--- src/rtl/psw_pkg.sv ---
package psw_pkg;
  localparam int PSW_W    = 16;
  localparam int FLAG_N   = 5;
  localparam int MASK_W   = 3;
  localparam int BYTE_W   = 8;
  localparam int BIT_T    = 15;
  localparam int BIT_S    = 13;
  localparam int MASK_LO  = 8;
  localparam int MASK_HI  = MASK_LO + MASK_W - 1;
  localparam logic [PSW_W-1:0] PSW_RESET = 16'h2700;

  typedef enum int {
    FL_C = 0,
    FL_V = 1,
    FL_Z = 2,
    FL_N = 3,
    FL_X = 4
  } flag_idx_e;
endpackage

--- src/rtl/psw_flag_unit.sv ---
module psw_flag_unit #(
  parameter int NF = 5
) (
  input  logic          clk,
  input  logic          rst_n,
  input  logic [NF-1:0] upd_i,
  input  logic [NF-1:0] val_i,
  input  logic          wr_en_i,
  input  logic [NF-1:0] wr_val_i,
  output logic [NF-1:0] flags_o
);
  for (genvar g = 0; g < NF; g++) begin : g_flag
    always_ff @(posedge clk or negedge rst_n) begin
      if (!rst_n)          flags_o[g] <= 1'b0;
      else if (wr_en_i)    flags_o[g] <= wr_val_i[g];
      else if (upd_i[g])   flags_o[g] <= val_i[g];
    end

    AST_FLAG_HOLD: assert property (@(posedge clk) disable iff (!rst_n)
      (!wr_en_i && !upd_i[g]) |=> $stable(flags_o[g]));
    AST_FLAG_LOAD: assert property (@(posedge clk) disable iff (!rst_n)
      (!wr_en_i && upd_i[g]) |=> (flags_o[g] == $past(val_i[g])));
  end
endmodule

--- src/rtl/psw_sys_unit.sv ---
module psw_sys_unit #(
  parameter int MW = 3
) (
  input  logic          clk,
  input  logic          rst_n,
  input  logic          wr_en_i,
  input  logic          wr_trace_i,
  input  logic          wr_super_i,
  input  logic [MW-1:0] wr_mask_i,
  input  logic          exc_i,
  input  logic [MW-1:0] exc_level_i,
  output logic          trace_o,
  output logic          super_o,
  output logic [MW-1:0] mask_o
);
  always_ff @(posedge clk or negedge rst_n) begin
    if (!rst_n) begin
      trace_o <= 1'b0;
      super_o <= 1'b1;
      mask_o  <= '1;
    end else if (exc_i) begin
      super_o <= 1'b1;
      mask_o  <= exc_level_i;
    end else if (wr_en_i) begin
      trace_o <= wr_trace_i;
      super_o <= wr_super_i;
      mask_o  <= wr_mask_i;
    end
  end

  AST_EXC_ENTRY: assert property (@(posedge clk) disable iff (!rst_n)
    exc_i |=> (super_o && (mask_o == $past(exc_level_i))));
  AST_EXC_TRACE_HOLD: assert property (@(posedge clk) disable iff (!rst_n)
    exc_i |=> $stable(trace_o));
endmodule

--- src/rtl/psw_irq_gate.sv ---
module psw_irq_gate #(
  parameter int MW = 3
) (
  input  logic [MW-1:0] level_i,
  input  logic [MW-1:0] mask_i,
  output logic          accept_o
);
  logic top_level;
  assign top_level = (level_i == '1);
  assign accept_o  = top_level || (level_i > mask_i);

  always_comb begin
    if (top_level) begin
      AST_TOP_LEVEL_TAKEN: assert (accept_o);
    end
    if (level_i == '0) begin
      AST_LEVEL_ZERO_IDLE: assert (!accept_o);
    end
  end
endmodule

--- src/rtl/psw_reg.sv ---
module psw_reg
  import psw_pkg::*;
(
  input  logic              clk,
  input  logic              rst_n,
  input  logic [FLAG_N-1:0] alu_upd_i,
  input  logic [FLAG_N-1:0] alu_flags_i,
  input  logic              wr_en_i,
  input  logic [PSW_W-1:0]  wr_data_i,
  input  logic              exc_entry_i,
  input  logic [MASK_W-1:0] exc_level_i,
  input  logic [MASK_W-1:0] irq_level_i,
  output logic [PSW_W-1:0]  psw_o,
  output logic              flag_x_o,
  output logic              flag_n_o,
  output logic              flag_z_o,
  output logic              flag_v_o,
  output logic              flag_c_o,
  output logic              trace_o,
  output logic              super_o,
  output logic [MASK_W-1:0] imask_o,
  output logic              irq_accept_o
);
  logic [FLAG_N-1:0] flags_q;
  logic              sys_wr_en;
  logic              rsv_unused;

  // System byte is writable only from supervisor mode.
  assign sys_wr_en  = wr_en_i && super_o;
  assign rsv_unused = ^{wr_data_i[14], wr_data_i[12:11], wr_data_i[7:5]};

  psw_flag_unit #(.NF(FLAG_N)) u_flags (
    .clk      (clk),
    .rst_n    (rst_n),
    .upd_i    (alu_upd_i),
    .val_i    (alu_flags_i),
    .wr_en_i  (wr_en_i),
    .wr_val_i (wr_data_i[FLAG_N-1:0]),
    .flags_o  (flags_q)
  );

  psw_sys_unit #(.MW(MASK_W)) u_sys (
    .clk         (clk),
    .rst_n       (rst_n),
    .wr_en_i     (sys_wr_en),
    .wr_trace_i  (wr_data_i[BIT_T]),
    .wr_super_i  (wr_data_i[BIT_S]),
    .wr_mask_i   (wr_data_i[MASK_HI:MASK_LO]),
    .exc_i       (exc_entry_i),
    .exc_level_i (exc_level_i),
    .trace_o     (trace_o),
    .super_o     (super_o),
    .mask_o      (imask_o)
  );

  psw_irq_gate #(.MW(MASK_W)) u_irq (
    .level_i  (irq_level_i),
    .mask_i   (imask_o),
    .accept_o (irq_accept_o)
  );

  always_comb begin
    psw_o                  = '0;
    psw_o[BIT_T]           = trace_o;
    psw_o[BIT_S]           = super_o;
    psw_o[MASK_HI:MASK_LO] = imask_o;
    psw_o[FLAG_N-1:0]      = flags_q;
  end

  assign flag_x_o = flags_q[FL_X];
  assign flag_n_o = flags_q[FL_N];
  assign flag_z_o = flags_q[FL_Z];
  assign flag_v_o = flags_q[FL_V];
  assign flag_c_o = flags_q[FL_C];

  AST_USER_WR_SYS_HOLD: assert property (@(posedge clk) disable iff (!rst_n)
    (wr_en_i && !super_o && !exc_entry_i) |=> $stable(psw_o[PSW_W-1:BYTE_W]));
  AST_WR_OVER_ALU: assert property (@(posedge clk) disable iff (!rst_n)
    wr_en_i |=> (psw_o[FLAG_N-1:0] == $past(wr_data_i[FLAG_N-1:0])));
  AST_SUPER_WR_LOAD: assert property (@(posedge clk) disable iff (!rst_n)
    (wr_en_i && super_o && !exc_entry_i) |=>
      (imask_o == $past(wr_data_i[MASK_HI:MASK_LO]) && trace_o == $past(wr_data_i[BIT_T])));
endmodule

--- config.mk ---
export PLATFORM = sky130hd
export DESIGN_NAME = psw_reg
export DESIGN_NICKNAME = d
export VERILOG_FILES = /design/src/rtl/psw_pkg.sv /design/src/rtl/psw_flag_unit.sv /design/src/rtl/psw_sys_unit.sv /design/src/rtl/psw_irq_gate.sv /design/src/rtl/psw_reg.sv
export SDC_FILE = /design/constraint.sdc
export NUM_CORES = 1
export LEC_CHECK = 0
export ABC_AREA = 1
export ABC_CLOCK_PERIOD_IN_PS = 1100
export BUFFER_PORTS_ARGS = -buffer_cell sky130_fd_sc_hd__buf_4
export CORE_ASPECT_RATIO = 0.7
export CORE_UTILIZATION = 33
export DETAILED_ROUTE_END_ITERATION = 8
export PLACE_DENSITY = 0.79
export SYNTH_ARGS = -nofsm -noshare
export SYNTH_HDL_FRONTEND = slang
export SYNTH_SLANG_ARGS = --single-unit
--- constraint.sdc ---
create_clock -name clk -period 1.1 [get_ports clk]
set_clock_uncertainty 0.05 [all_clocks]
set_input_delay 0.055 -clock clk [delete_from_list [all_inputs] [get_ports clk]]
set_output_delay 0.055 -clock clk [all_outputs]
set_load 0.01 [all_outputs]
* After elaboration in Yosys (flattened, before gate mapping)
Cells that the tools add are included.
** Operators by class
- Order comparisons :: 1
- Eq/ne operators :: 1
- Mux-type cells :: 14
- Bitwise gates (word level) :: 1
- Reductions and logical operators :: 9
** Operators by type and width (number)
- $mux W1 :: 12
- $reduce_bool A2 Y1 :: 6
- $mux W3 :: 2
- $eq A3 B3 Y1 const B :: 1
- $gt A3 B3 Y1 :: 1
- $reduce_and A2 Y1 :: 1
- $logic_and A1 B1 Y1 :: 1
- $logic_or A1 B1 Y1 :: 1
- $not A1 Y1 :: 1
** Storage, ports and cells
- Bits in registers :: 10
- Input port bits :: 36
- Output and inout port bits :: 27
- Logic and storage cells :: 34

* Logic depth before layout (Yosys ltp)
- Depth after elaboration :: 3
- Mapped depth :: 7
- Gate-level depth less buffers :: 7

* By module
From an unflattened synthesis, not the netlist that was laid out.
** Unflattened totals
- Cell total of the unflattened synthesis :: 105
- Area total of the unflattened synthesis :: 719.4 um2
** Modules (own cells, without submodules)
- psw_flag_unit :: instances 1, cells an instance 46, area an instance 285.3 um2, seq. area each 125.1 um2
- psw_sys_unit :: instances 1, cells an instance 26, area an instance 219.0 um2, seq. area each 130.1 um2
- psw_reg :: instances 1, cells an instance 19, area an instance 131.4 um2, seq. area each 0.0 um2
- psw_irq_gate :: instances 1, cells an instance 14, area an instance 83.8 um2, seq. area each 0.0 um2

* Worst setup path before layout
OpenSTA, ideal clock, no wires.
- Path type :: register to output
- Start point :: reg u_sys.mask_o[2]
- End point :: out irq_accept_o
- Arrival time :: 1187 ps
- Data required time :: 995 ps
- Path slack :: -192 ps
- Stages on the path, launching flop included :: 7
- Buffers on the path :: 0
- Path through :: dfstp_2 > inv_1 > ha_1 > a21oi_1 > nand2_1 > nand2_1 > nand2_1
** Between the ends
- Longest elaborated chain between the ends :: 2
** RTL lines
- start, declared :: RTL line psw_sys_unit.sv:14 : output logic [MW-1:0] mask_o
- start signal, assigned :: RTL line psw_sys_unit.sv:23 : mask_o <= exc_level_i;
- start signal, assigned :: RTL line psw_sys_unit.sv:27 : mask_o <= wr_mask_i;
- $gt A3 B3 Y1 :: RTL line psw_irq_gate.sv:10 : assign accept_o = top_level || (level_i > mask_i);
- $logic_or A1 B1 Y1 :: RTL line psw_irq_gate.sv:10
- end, declared :: RTL line psw_reg.sv:22 : output logic irq_accept_o
Every way passes these cells.

* Worst setup path in the final report
- Start point :: reg u_sys.mask_o[1]
- End point :: out irq_accept_o
Same word-level chain as after synthesis.

==> metrics <==
Die Wd 57.2 µm; Area growth syn-to-layout 77.6%; I/O pin total 63; fill count 173; clock slew at the register clock pins of the worst setup and hold paths 0.06 ns; Die Y 40.6 µm; Seq cells post-synth 10; FFs w/ async S/R, synth 100%; startpoint types register; CP arrival 1.45 ns; DP Worst Slack -0.210 ns; most frequent CP cell nand2_1; worst skew pair latency 0.26 ns; area share of the largest cell type after synthesis 21.4%; top-count cell post-synth nand2_1; Core Region 0.00194 mm²; minimum clock period 1.55 ns; Pleak 0.672 nW; layout cells sized above 1 49.7%; Post-Syn Area 703 µm²; First-pass DRT Iterations 6; slack of the critical path -0.455 ns; required time of the critical path 1.00 ns; Max FO, Critical Path 2; list of most frequent post-synthesis cells 23 x nand2_1, 16 x buf_4, 10 x inv_1, 8 x o21ai_1; mux contribution to synthesized area 0%; Worst Hold Class in -> reg; cts bufs inserted 3; clock sink count 10; Max rail drop VDD 0.000750 V; dominant cell type by area after synthesis dfrtp_1; slowest CP cell dfstp_2; max frequency 643 MHz; antenna violations before repair 0; vias per cell 4.55; CP cell instances inv_2 > ha_4 > nand3_1 > nand2_1 > nand2_1 > nand2_2 > buf_6; PnR Total Power 1.25 mW; Total GRT Usage 18.6%; Reg area 255 µm²; Compound-Gate Fraction of Synth Area 10.7%; number of synthesized flops with an enable pin 0; Synth Warn # 0; setup TNS -0.799 ns; failing checks DRC, setup timing; worst hold margin 0.00218 ns; critical path type reg -> out; Yosys cell types 18; crit share post-route 141%; Final Slew Violations 0; CTS Root Cell clkbuf_4; num rows 13; largest net degree at the start of global routing 11; setup violators final 7; max incr delay on CP 0.55 ns; via count 788; area taken by multi-input logic gates 319 µm²; Pwr Density 1000 mW/mm²; Post-Syn Area per Cell 7.56 µm²; main combinational cell family by area after synthesis buffers and inverters; first-pass GRT wire length 3110 µm; Synth area leaders dfrtp_1 21%, buf_4 17%, dfstp_2 15%; Longest Clk Path Bufs 2; status finished, violations left; Final nets 192; CTS H-Tree Depth 1; routability cong. 0.609; starting density of the core 36.3%; residual DRC count 6; DP HPWL 1460 µm; Final Core Density 64.5%; wirelength, routed 2050 µm; ANT cells 0; Synth Area in XOR/XNOR 0%; 1st-iter DRT viols 27; Max Cap Viol 0; PortBufs 50; register area share after synthesis 36.3%; element type at the critical path end output port; vias in the first global route 711; routed len/inst 11.9 µm; die area 0.00232 mm²; Final ANT Viol Nets 0; Top FF cell, synth dfrtp_1; unrepaired setup endpoints after global routing true; CTS tree built; cell count after synthesis 93; Fin. Hold Viols 0; GRT overflow 0; post-synthesis simple-gate area fraction 21.7%; Post-Synth Adder-Cell Area 5.34%
cells in the final DEF (no fill, tap or decap), drive strengths merged:
cell / n
nor2: 5
nand2: 25
inv: 12
ha: 3
nand3: 5
dfstp: 4
o21ai: 14
buf: 57
dfrtp: 6
a21oi: 1
clkbuf: 3
conb: 6
dlygate4sd3: 10
report_power, final:
part / switching [mW] / internal [mW]
Clock: 0.117 / 0.126
Sequential: 0.0335 / 0.418
Combinational: 0.229 / 0.326
Total: 0.379 / 0.870
area by class of cell:
type	instances	share of cell area, %
inverters	12	3.81
flip-flops and latches	10	20.4
well taps	22	2.20
clock buffers	3	1.80
multi-input cells	59	25.6
repair buffers	67	46.2
worst max-delay path: cells and delay by family, from the launching register on:
kind | cells | cell delay [ns]
buffers and inverters | 2 | 0.14
DFF | 1 | 0.55
adders and majority gates | 1 | 0.25
and+or+nand+nor | 4 | 0.24
worst paths after layout:
kind | start | to | slack [ns] | cells after the start
min in group asynchronous | rst_n | u_flags.flags_o[1]$_DFFE_PN0P_ | 0.11 | 2
worst min register to register | u_sys.super_o$_DFFE_PN1P_ | u_sys.super_o$_DFFE_PN1P_ | 0.48 | 2
worst min-delay path | alu_flags_i[2] | u_flags.flags_o[2]$_DFFE_PN0P_ | 0.002 | 3
max in group asynchronous | rst_n | u_sys.mask_o[1]$_DFFE_PN1P_ | 0.67 | 2
worst max-delay path | u_sys.mask_o[1]$_DFFE_PN1P_ | irq_accept_o | -0.45 | 7
worst max register to register | u_sys.super_o$_DFFE_PN1P_ | u_sys.mask_o[2]$_DFFE_PN1P_ | 0.07 | 4
registers in the layout, indices dropped and copies added (netlist names):
| name | count |
|---|---|
| u_flags.flags_o | 5 |
| u_sys.mask_o | 3 |
| u_sys.super_o | 1 |
| u_sys.trace_o | 1 |
metrics by stage:
step                      std cells  instance area [µm²]
final                           173                 1250
after global routing            173                 1250
after CTS                       172                 1230
after detailed placement        158                 1060
after global placement          158                 1060
after floorplan                  98                  749
layer usage:
metal,part of all wire [%],global-route usage (%)
met4,3.1,4.88
met2,54,38.8
met5,0,0
met3,7.1,6.94
met1,36,18.4
cells by family (layout without fill, tap and decap cells):
| kind of cell | count (synthesis) | after routing |
|---|---|---|
| AND/OR/NAND/NOR | 35 | 35 |
| AO/OA/AOI/OAI | 15 | 15 |
| adder cells (fa/ha/maj) | 3 | 3 |
| buffers and inverters | 29 | 82 |
| other | 1 | 6 |
| flip-flops | 10 | 10 |
what timing repair did:
action | 4_1_cts | 5_1_grt
setup endpoints to repair | 7 | 9
resized for setup | 11 | 4
hold buffers | 10 | 0
setup buffers | 2 | 2
endpoints found under the hold margin | 16 | 0
Note: power is estimated with default switching activity, not from simulation.
